### src/rtl/smb_pkg.sv
package smb_pkg;
  typedef enum logic [3:0] {
    LK_IDLE,
    LK_ADDR,
    LK_ADDR_ACK,
    LK_INDEX,
    LK_INDEX_ACK,
    LK_DATA,
    LK_DATA_ACK,
    LK_SEND,
    LK_SEND_ACK,
    LK_PARK
  } link_state_t;
endpackage

### src/rtl/smb_sync.sv
module smb_sync #(
  parameter int W = 2
) (
  input  logic         clk,
  input  logic         rst_n,
  input  logic [W-1:0] d,
  output logic [W-1:0] q
);
  generate
    for (genvar i = 0; i < W; i++) begin : g_bit
      logic meta_q, stab_q;
      always_ff @(posedge clk or negedge rst_n) begin
        if (!rst_n) begin
          meta_q <= 1'b1;
          stab_q <= 1'b1;
        end else begin
          meta_q <= d[i];
          stab_q <= meta_q;
        end
      end
      assign q[i] = stab_q;
    end
  endgenerate
endmodule

### src/rtl/smb_link.sv
module smb_link
  import smb_pkg::*;
#(
  parameter logic [6:0] DEV_ADDR = 7'h5C,
  parameter int         AW       = 8,
  parameter int         DW       = 8
) (
  input  logic          clk,
  input  logic          rst_n,
  input  logic          scl_s,
  input  logic          sda_s,
  input  logic [DW-1:0] rd_data,
  output logic          sda_oe,
  output logic          wr_en,
  output logic [DW-1:0] wr_data,
  output logic [AW-1:0] reg_ptr
);
  localparam int CW = $clog2(DW + 1);
  localparam logic [CW-1:0] FULL = CW'(DW);

  link_state_t   state_q, state_n;
  logic [CW-1:0] cnt_q, cnt_n;
  logic [DW-1:0] sh_q, sh_n;
  logic [AW-1:0] ptr_q, ptr_n;
  logic          scl_d, sda_d;

  logic scl_rise, scl_fall, start_c, stop_c, byte_full;
  assign scl_rise  = scl_s & ~scl_d;
  assign scl_fall  = ~scl_s & scl_d;
  assign start_c   = scl_s & scl_d & sda_d & ~sda_s;
  assign stop_c    = scl_s & scl_d & ~sda_d & sda_s;
  assign byte_full = (cnt_q == FULL);

  always_comb begin
    state_n = state_q;
    cnt_n   = cnt_q;
    sh_n    = sh_q;
    ptr_n   = ptr_q;
    wr_en   = 1'b0;
    if (start_c) begin
      state_n = LK_ADDR;
      cnt_n   = '0;
    end else if (stop_c) begin
      state_n = LK_IDLE;
      cnt_n   = '0;
    end else begin
      case (state_q)
        LK_ADDR, LK_INDEX, LK_DATA: begin
          if (scl_rise && !byte_full) begin
            sh_n  = {sh_q[DW-2:0], sda_s};
            cnt_n = cnt_q + 1'b1;
          end else if (scl_fall && byte_full) begin
            cnt_n = '0;
            if (state_q == LK_ADDR) begin
              state_n = (sh_q[DW-1:1] == DEV_ADDR) ? LK_ADDR_ACK : LK_PARK;
            end else if (state_q == LK_INDEX) begin
              ptr_n   = AW'(sh_q);
              state_n = LK_INDEX_ACK;
            end else begin
              wr_en   = 1'b1;
              state_n = LK_DATA_ACK;
            end
          end
        end
        LK_ADDR_ACK: begin
          if (scl_fall) begin
            if (sh_q[0]) begin
              state_n = LK_SEND;
              sh_n    = rd_data;
            end else begin
              state_n = LK_INDEX;
            end
          end
        end
        LK_INDEX_ACK: if (scl_fall) state_n = LK_DATA;
        LK_DATA_ACK:  if (scl_fall) state_n = LK_PARK;
        LK_SEND: begin
          if (scl_rise && !byte_full) begin
            cnt_n = cnt_q + 1'b1;
          end else if (scl_fall) begin
            if (byte_full) begin
              cnt_n   = '0;
              state_n = LK_SEND_ACK;
            end else begin
              sh_n = {sh_q[DW-2:0], 1'b0};
            end
          end
        end
        LK_SEND_ACK: if (scl_rise) state_n = LK_PARK;
        default: ;
      endcase
    end
  end

  always_ff @(posedge clk or negedge rst_n) begin
    if (!rst_n) begin
      state_q <= LK_IDLE;
      cnt_q   <= '0;
      sh_q    <= '0;
      ptr_q   <= '0;
      scl_d   <= 1'b1;
      sda_d   <= 1'b1;
    end else begin
      state_q <= state_n;
      cnt_q   <= cnt_n;
      sh_q    <= sh_n;
      ptr_q   <= ptr_n;
      scl_d   <= scl_s;
      sda_d   <= sda_s;
    end
  end

  assign sda_oe  = (state_q == LK_ADDR_ACK) || (state_q == LK_INDEX_ACK) ||
                   (state_q == LK_DATA_ACK) || ((state_q == LK_SEND) && !sh_q[DW-1]);
  assign wr_data = sh_q;
  assign reg_ptr = ptr_q;

  // drive only moves while the resampled clock is low
  p_drive_scl_low_r10: assert property (@(posedge clk) disable iff (!rst_n)
    (scl_s && scl_d) |-> $stable(sda_oe));

  // a foreign address leads to a released line
  p_no_ack_foreign_r9: assert property (@(posedge clk) disable iff (!rst_n)
    (state_q == LK_ADDR && scl_fall && byte_full && !start_c && !stop_c &&
     sh_q[DW-1:1] != DEV_ADDR) |=> !sda_oe);

  // once the read byte is over, the line is released
  p_release_after_read_r4: assert property (@(posedge clk) disable iff (!rst_n)
    (state_q == LK_SEND_ACK || state_q == LK_PARK) |-> !sda_oe);

  // a bus condition always restarts the byte counter
  p_restart_on_condition_r11: assert property (@(posedge clk) disable iff (!rst_n)
    (start_c || stop_c) |=> (cnt_q == '0) && !sda_oe);
endmodule

### src/rtl/smb_regs.sv
module smb_regs #(
  parameter int NUM_REGS = 8,
  parameter int AW       = 8,
  parameter int DW       = 8
) (
  input  logic                     clk,
  input  logic                     rst_n,
  input  logic                     wr_en,
  input  logic [AW-1:0]            wr_addr,
  input  logic [DW-1:0]            wr_data,
  input  logic [AW-1:0]            rd_addr,
  output logic [DW-1:0]            rd_data,
  output logic [DW-1:0]            lane_pd,
  output logic [(NUM_REGS-2)*DW-1:0] cfg_out
);
  logic          restore_q, restore_n;
  logic [DW-1:0] mem_q [NUM_REGS-1:1];

  assign restore_n = wr_en && (wr_addr == '0) && wr_data[0];

  always_ff @(posedge clk or negedge rst_n) begin
    if (!rst_n) restore_q <= 1'b0;
    else        restore_q <= restore_n;
  end

  generate
    for (genvar k = 1; k < NUM_REGS; k++) begin : g_reg
      logic          load;
      logic [DW-1:0] next_val;
      assign load     = restore_q || (wr_en && (wr_addr == AW'(k)));
      assign next_val = restore_q ? '0 : wr_data;
      always_ff @(posedge clk or negedge rst_n) begin
        if (!rst_n)    mem_q[k] <= '0;
        else if (load) mem_q[k] <= next_val;
      end
    end
    for (genvar k = 2; k < NUM_REGS; k++) begin : g_out
      assign cfg_out[(k-2)*DW +: DW] = mem_q[k];
    end
  endgenerate

  assign lane_pd = mem_q[1];

  always_comb begin
    rd_data = '0;
    if (rd_addr == '0) rd_data = {{(DW-1){1'b0}}, restore_q};
    for (int k = 1; k < NUM_REGS; k++) begin
      if (rd_addr == AW'(k)) rd_data = mem_q[k];
    end
  end

  // restore strobe lasts one cycle and clears the bank
  p_restore_self_clear_r5: assert property (@(posedge clk) disable iff (!rst_n)
    restore_q |=> !restore_q);
  p_restore_clears_r5: assert property (@(posedge clk) disable iff (!rst_n)
    restore_q |=> (lane_pd == '0) && (cfg_out == '0));

  // a write to register 1 lands on the lane mask
  p_lane_mask_write_r6: assert property (@(posedge clk) disable iff (!rst_n)
    (wr_en && wr_addr == AW'(1) && !restore_q) |=> (lane_pd == $past(wr_data)));

  // writes past the bank leave every register as it was
  p_unmapped_write_r8: assert property (@(posedge clk) disable iff (!rst_n)
    (wr_en && wr_addr >= AW'(NUM_REGS) && !restore_q) |=>
      ($stable(lane_pd) && $stable(cfg_out)));
endmodule

### src/rtl/smb_cfg_target.sv
module smb_cfg_target #(
  parameter logic [6:0] DEV_ADDR = 7'h5C,
  parameter int         NUM_REGS = 8
) (
  input  logic                      clk,
  input  logic                      rst_n,
  input  logic                      scl_i,
  input  logic                      sda_i,
  output logic                      sda_oe,
  output logic [7:0]                lane_pd,
  output logic [(NUM_REGS-2)*8-1:0] cfg_out
);
  localparam int AW = 8;
  localparam int DW = 8;

  logic [1:0] rst_pipe_q;
  logic       rst_int_n;

  always_ff @(posedge clk or negedge rst_n) begin
    if (!rst_n) rst_pipe_q <= 2'b00;
    else        rst_pipe_q <= {rst_pipe_q[0], 1'b1};
  end
  assign rst_int_n = rst_pipe_q[1];

  logic [1:0]    bus_s;
  logic          wr_en;
  logic [DW-1:0] wr_data, rd_data;
  logic [AW-1:0] reg_ptr;

  smb_sync #(.W(2)) u_sync (
    .clk   (clk),
    .rst_n (rst_int_n),
    .d     ({scl_i, sda_i}),
    .q     (bus_s)
  );

  smb_link #(.DEV_ADDR(DEV_ADDR), .AW(AW), .DW(DW)) u_link (
    .clk     (clk),
    .rst_n   (rst_int_n),
    .scl_s   (bus_s[1]),
    .sda_s   (bus_s[0]),
    .rd_data (rd_data),
    .sda_oe  (sda_oe),
    .wr_en   (wr_en),
    .wr_data (wr_data),
    .reg_ptr (reg_ptr)
  );

  smb_regs #(.NUM_REGS(NUM_REGS), .AW(AW), .DW(DW)) u_regs (
    .clk     (clk),
    .rst_n   (rst_int_n),
    .wr_en   (wr_en),
    .wr_addr (reg_ptr),
    .wr_data (wr_data),
    .rd_addr (reg_ptr),
    .rd_data (rd_data),
    .lane_pd (lane_pd),
    .cfg_out (cfg_out)
  );
endmodule

### config.mk
export PLATFORM = sky130hd
export DESIGN_NAME = smb_cfg_target
export DESIGN_NICKNAME = d
export VERILOG_FILES = /design/src/rtl/smb_pkg.sv /design/src/rtl/smb_sync.sv /design/src/rtl/smb_link.sv /design/src/rtl/smb_regs.sv /design/src/rtl/smb_cfg_target.sv
export SDC_FILE = /design/constraint.sdc
export NUM_CORES = 1
export LEC_CHECK = 0
export BUFFER_PORTS_ARGS = -buffer_cell sky130_fd_sc_hd__buf_2
export CAP_MARGIN = 20
export CORE_UTILIZATION = 50
export CTS_CLUSTER_SIZE = 28
export DETAILED_ROUTE_END_ITERATION = 10
export PLACE_DENSITY = 0.74
export RECOVER_POWER = 100
export SLEW_MARGIN = 5
export SYNTH_ARGS = -nofsm -noshare
export SYNTH_HDL_FRONTEND = slang
export SYNTH_SLANG_ARGS = --single-unit
### constraint.sdc
create_clock -name clk -period 2.82 [get_ports clk]
set_input_delay 0.564 -clock clk [delete_from_list [all_inputs] [get_ports clk]]
set_output_delay 0.564 -clock clk [all_outputs]
set_load 0.02 [all_outputs]
[After elaboration in Yosys (flattened, before gate mapping)]
Cells that the tools add are included.
Word-level totals
  register bits: 89
  input port bits: 4
  output and inout bits: 57
Operators by class
  add/subtract/negate cells: 1
  eq/ne operators: 35
  multiplexer cells: 47
  bitwise operators: 15
  reduce and logical (&&, ||, !) cells: 34
Operators by type and width (number)
  8-bit two-way mux: 14
  4-bit two-way mux: 20
  8-bit by 3-bit == test with 1-bit output, second input constant: 4
  4-bit by 1-bit inequality test with 1-bit output, second input constant: 7
  4-bit one-hot mux with 6 select lines: 1
  8-bit one-hot mux with 3 select lines: 1
  4-bit by 3-bit == test with 1-bit output, second input constant: 4
  8-bit by 2-bit == test with 1-bit output, second input constant: 2
  5-bit by 1-bit inequality test with 1-bit output, second input constant: 3
  1-bit logical AND: 12
  1-bit logical OR: 10
  10-bit AND reduction: 1
  9-bit AND reduction: 1
  4-bit by 2-bit == test with 1-bit output, second input constant: 2
  4-bit == test, second input constant: 2
  8-bit by 1-bit == test with 1-bit output, second input constant: 1
  8-bit logical NOT: 1
  1-bit two-way mux: 8
  2-bit by 1-bit inequality test with 1-bit output, second input constant: 4
  4-bit by 2-bit inequality test with 1-bit output, second input constant: 2
  1-bit inverter: 8
  4-bit one-hot mux with 2 select lines: 1
  8-bit AND reduction: 1
  8-bit nonzero test: 1
  13 further kinds: 21

[Depth between registers and ports, before layout]
  word-level depth: 12
  mapped depth: 9

[Modules after synthesis]
Synthesis repeated with hierarchy kept, for this count alone.
Second synthesis, totals
  cell total of the unflattened synthesis: 407
  area, all modules: 4734.5 um^2
Modules (own cells, without submodules)
  smb_regs: times used 1, cells each 251, area each 3062.9 um^2
  smb_link: times used 1, cells each 147, area each 1497.7 um^2
  smb_sync: times used 1, cells each 6, area each 120.1 um^2
  smb_cfg_target: times used 1, cells each 3, area each 53.8 um^2

[Worst setup path before layout]
Ideal clock, no wire load.
  path kind: reg-to-reg
  start: register u_link.cnt_q[0]
  end: register u_regs.mem_q (netlist bit u_regs.cfg_out[41])
  setup time: 0.132 ns
  arrival: 2.029 ns
  slack: 0.659 ns
  cell stages (with the launch flop): 8
  period minus slack after synthesis: 2.161 ns
  cell sequence: dfrtp_1 -> inv_1 -> ha_1 -> nand3b_1 -> or4_1 -> nor3_4 -> mux2i_1 -> nor2_1
Between the ends
  longest elaborated chain between the ends: 9
  elaborated cells on any way between the ends: 11
  those cells by class: eq/ne: 1; mux: 5; reduce/logical: 5
RTL lines
  from (decl): line smb_link.sv:22  | logic [CW-1:0] cnt_q, cnt_n;
  from (signal assigned): line smb_link.sv:105  | cnt_q <= cnt_n;
  4-bit == test *: line smb_link.sv:32  | assign byte_full = (cnt_q == FULL);
  1-bit logical AND or 1-bit logical NOT (tied branches): line smb_link.sv:52, smb_link.sv:49
  1-bit two-way mux or 1-bit logical AND (tied branches): line smb_link.sv:52, smb_link.sv:49
  1-bit two-way mux *: line smb_link.sv:49  | if (scl_rise && !byte_full) begin
  1-bit two-way mux *: line smb_link.sv:47  | case (state_q)
  1-bit two-way mux *: line smb_link.sv:43  | end else if (stop_c) begin
  1-bit two-way mux *: line smb_link.sv:40  | if (start_c) begin
  1-bit logical AND *: line smb_regs.sv:30  | assign load = restore_q || (wr_en && (wr_addr == AW'(k)));
  1-bit logical OR *: line smb_regs.sv:30
  to (signal, indexed assignment): line smb_regs.sv:34  | else if (load) mem_q[k] <= next_val;
  to (decl): line smb_regs.sv:17  | logic [DW-1:0] mem_q [NUM_REGS-1:1];
Every way passes the cells marked *; elsewhere a longest branch is shown, timed or not.
A chain may end at the register's enable or synchronous reset.

[Worst setup path after layout]
  start: register u_link.ptr_q[5], in the netlist u_link.reg_ptr[5]
  end: register u_regs.mem_q (netlist bit u_regs.cfg_out[8])
Between the ends
  longest elaborated chain between the ends: 3
RTL lines
  from (decl): line smb_link.sv:24  | logic [AW-1:0] ptr_q, ptr_n;
  from (signal assigned): line smb_link.sv:107  | ptr_q <= ptr_n;
  8-bit by 2-bit == test with 1-bit output: line smb_regs.sv:30
  1-bit logical AND: line smb_regs.sv:30
  1-bit logical OR: line smb_regs.sv:30
No other way between the ends.

==> qor.txt <==
Post-synthesis mux area share - 0.06573
Sw Ratio - 0.3559
Drt total wl - 12.47 mm
Largest cells by area after synthesis - dfrtp_1, nand2_1, a21oi_1
Syn Inst Count - 514
Number of CTS-inserted buffers - 9
Post-Synth Simple-Gate Area - 0.2046
Critical path type - reg -> reg
Clock Skews - 7.600 ps
Pwr/cell area - 630.3 mW/mm^2
R2r setup slk - 210 ps
Post-synth top cells - nand2_1, dfrtp_1, a21oi_1
Fin crit period - 2608 ps
Final Cycle Share - 0.9249
Final Max Slew Viols - 70
Largest area contributor in the netlist - dfrtp_1
Reg power frac - 0.522
Core area - 0.008763 mm^2
Initial Util - 0.5191
Die height - 97.39 um
Inserted Diodes - 0
Antenna-violating nets left - 0
Drt drc - 0
Failing checks - max-capacitance violations, max-slew violations
Leakage power - 2.111 nW
Worst setup SP type - flip-flop
Outcome - finished with violations
Largest family of logic cells by synthesized area - simple AND/OR/NAND/NOR gates
Power Internal - 2.049 mW
Worst min-delay path class - reg -> async
Gate power share - 0.191
Post-synthesis compound-gate area fraction - 0.1867
Row count - 34
Non-filler instance count after layout - 677
Max-cap violations - 1
Cell with the most instances after synthesis - nand2_1
Multi-input logic area - 0.002133 mm^2
Largest net degree at the start of global routing - 88
Synth Area in Adders - 0.005501
Slew margin rel. - -0.02633
CP arrival - 2890 ps
Main synth FF type - dfrtp_1
Crit path max fanout - 11
Yosys warnings - 0
Routed vias - 4,090
CTS H-tree depth - 3
CTS tree - yes
Worst skew pair latency - 360 ps
Placed standard-cell area - 0.004931 mm^2
CP endpoint kind - flip-flop
Worst hold slack - 295.8 ps
Routability Congestion - 0.9718
Final setup TNS - 0 ps
Fillers - 817
Initial antenna violation count - 0
FF-to-FF path depth - 6
Die W - 97.39 um
Nets - 570
Final HPWL DP - 8.307 mm
Fin. Hold Viols - 0
Post-synth ARST share - 1.000
Num ports - 61
Area share of the largest cell type after synthesis - 0.4565
DRT Pass-1 Iters - 5
Worst Path Required - 3110 ps
Post-CTS Resized - 0
Total Routing Usage GR - 0.2722
First-pass GRT wire length - 20.10 mm
F_max - 383.4 MHz
Initial DRC Count - 501
NetSw - 1.133 mW
Syn-to-layout area delta - 10.97%
Number of synthesized register bits - 89
Sequential share of the synthesized area - 0.4912
Bufs on Longest Clock Path - 2
Routed vias/inst - 6.041
Clock Pin Slew Worst Setup and Hold Paths - 90 ps
Finished Core Util - 0.5761
Worst slew pin tran - 1539 ps
Reg area - 0.002235 mm^2
TritonCTS Sinks - 89
Post-synthesis area per instance - 8.851 um^2
DR WL/cell - 18.42 um
Clock share of power - 0.287
RSZ-0062 raised after global routing - no
Post-CTS setup buffers - 0
Fin area - 0.005049 mm^2
Syn Std Cell Area - 0.004549 mm^2
Vias in the first global route - 3,763
Synth unique cells - 48
Port Buffer Count - 60
Setup violations, final - 0
Global route overflow - 0
Syn Nets - 520
Post-Synth XOR/XNOR Area - 0.009626
Dpl cells - 659
Share of layout cells above drive strength 1 - 0.08612
Peak VDD IR - 318.3 uV
Area of the die - 0.009484 mm^2
Post-synth EDFFs - 0
CTS Root Cell - clkbuf_8
[repair_timing]
action | CTS | global route
hold buffers | 1 | 0
hold endpoints to repair | 2 | 0
setup endpoints to repair | 0 | 0
[power by group through the flow]
stage / Clock, mW / Combinational (mW) / Sequential [mW]
finish: 0.913 / 0.609 / 1.66
global route: 0.979 / 0.666 / 1.67
CTS: 0.927 / 0.585 / 1.66
detailed placement: 0 / 0.580 / 1.69
global placement: 0 / 0.562 / 1.69
floorplan: 0 / 0.592 / 1.45
[stage by stage]
| step | worst slack, ps | total power [mW] |
|---|---|---|
| 6_report | 211.9 | 3.182 |
| 5_1_grt | 75.74 | 3.312 |
| 4_1_cts | 331.1 | 3.174 |
| 3_5_place_dp | 374.1 | 2.269 |
| 3_3_place_gp | 477.0 | 2.249 |
| 2_1_floorplan | 168.0 | 2.042 |
[worst max-delay path, cell delays in order, from the launching register on]
cell      delay, ps
dfrtp_1         380
or4_1           590
or3_1           510
nand2b_1        250
nor2_1          510
nand2_1         130
a21oi_1         160
[layout make-up]
class / instances / area share
flip-flops and latches: 89 / 0.4426
multi-input cells: 384 / 0.4226
repair buffers: 72 / 0.06171
clock buffers: 11 / 0.02801
well taps: 108 / 0.02677
clock inverters: 5 / 0.01239
inverters: 8 / 0.005948
[cells by family (layout without fill, tap and decap cells)]
group,Yosys count,in the layout
buffers and inverters,41,96
muxes,28,28
other,1,1
DFF,89,89
adders and majority gates,2,2
AOI/OAI and AO/OA,144,144
xor gates and xnor gates,5,5
and+or+nand+nor,204,204
[final timing paths]
path	end	from
hold / removal	u_regs.cfg_out[41]	rst_pipe_q[1]
hold reg to reg	u_regs.cfg_out[41]	rst_pipe_q[1]
min in group clk	u_sync.g_bit[0].meta_q	sda_i
max in group asynchronous	u_regs.cfg_out[19]	rst_pipe_q[1]
setup reg to reg	u_regs.cfg_out[8]	u_link.reg_ptr[5]
setup / recovery	u_regs.cfg_out[8]	u_link.reg_ptr[5]
[metal layers]
layer  wire length (um)  track usage
met1               5554       0.4056
met2               5644       0.4034
met3               1045      0.05971
met4                224      0.07240
met5                  0            0
[state kept, by name (all words and copies together) (netlist names)]
register and count:
u_link.reg_ptr 8, u_regs.lane_pd 8, u_link.cnt_q 4, u_sync.g_bit.stab_q 2, u_link.state_q 4, u_regs.restore_q 1
u_link.scl_d 1, u_link.sda_d 1, rst_pipe_q 2, u_link.wr_data 8, u_regs.cfg_out 48, u_sync.g_bit.meta_q 2
[cells in the final DEF (no fill, tap or decap), drive strengths merged, types with 3 or more instances in the layout]
cell type,netlist,routed
buf,4,11
o21ai,28,28
nand3b,3,3
and3,4,4
a31oi,4,4
mux2,15,15
dfrtp,83,83
nand3,7,7
o22ai,14,14
a211oi,11,11
xnor2,3,3
nor2,32,32
a22oi,8,8
nor2b,14,14
a21oi,63,63
o22a,7,7
or3,3,3
nand2,122,122
nand2b,7,7
clkbuf,29,71
nor4,3,3
mux2i,13,13
o31ai,3,3
inv,8,10
dfstp,6,6
No activity file was read; power rests on OpenSTA's default activity.
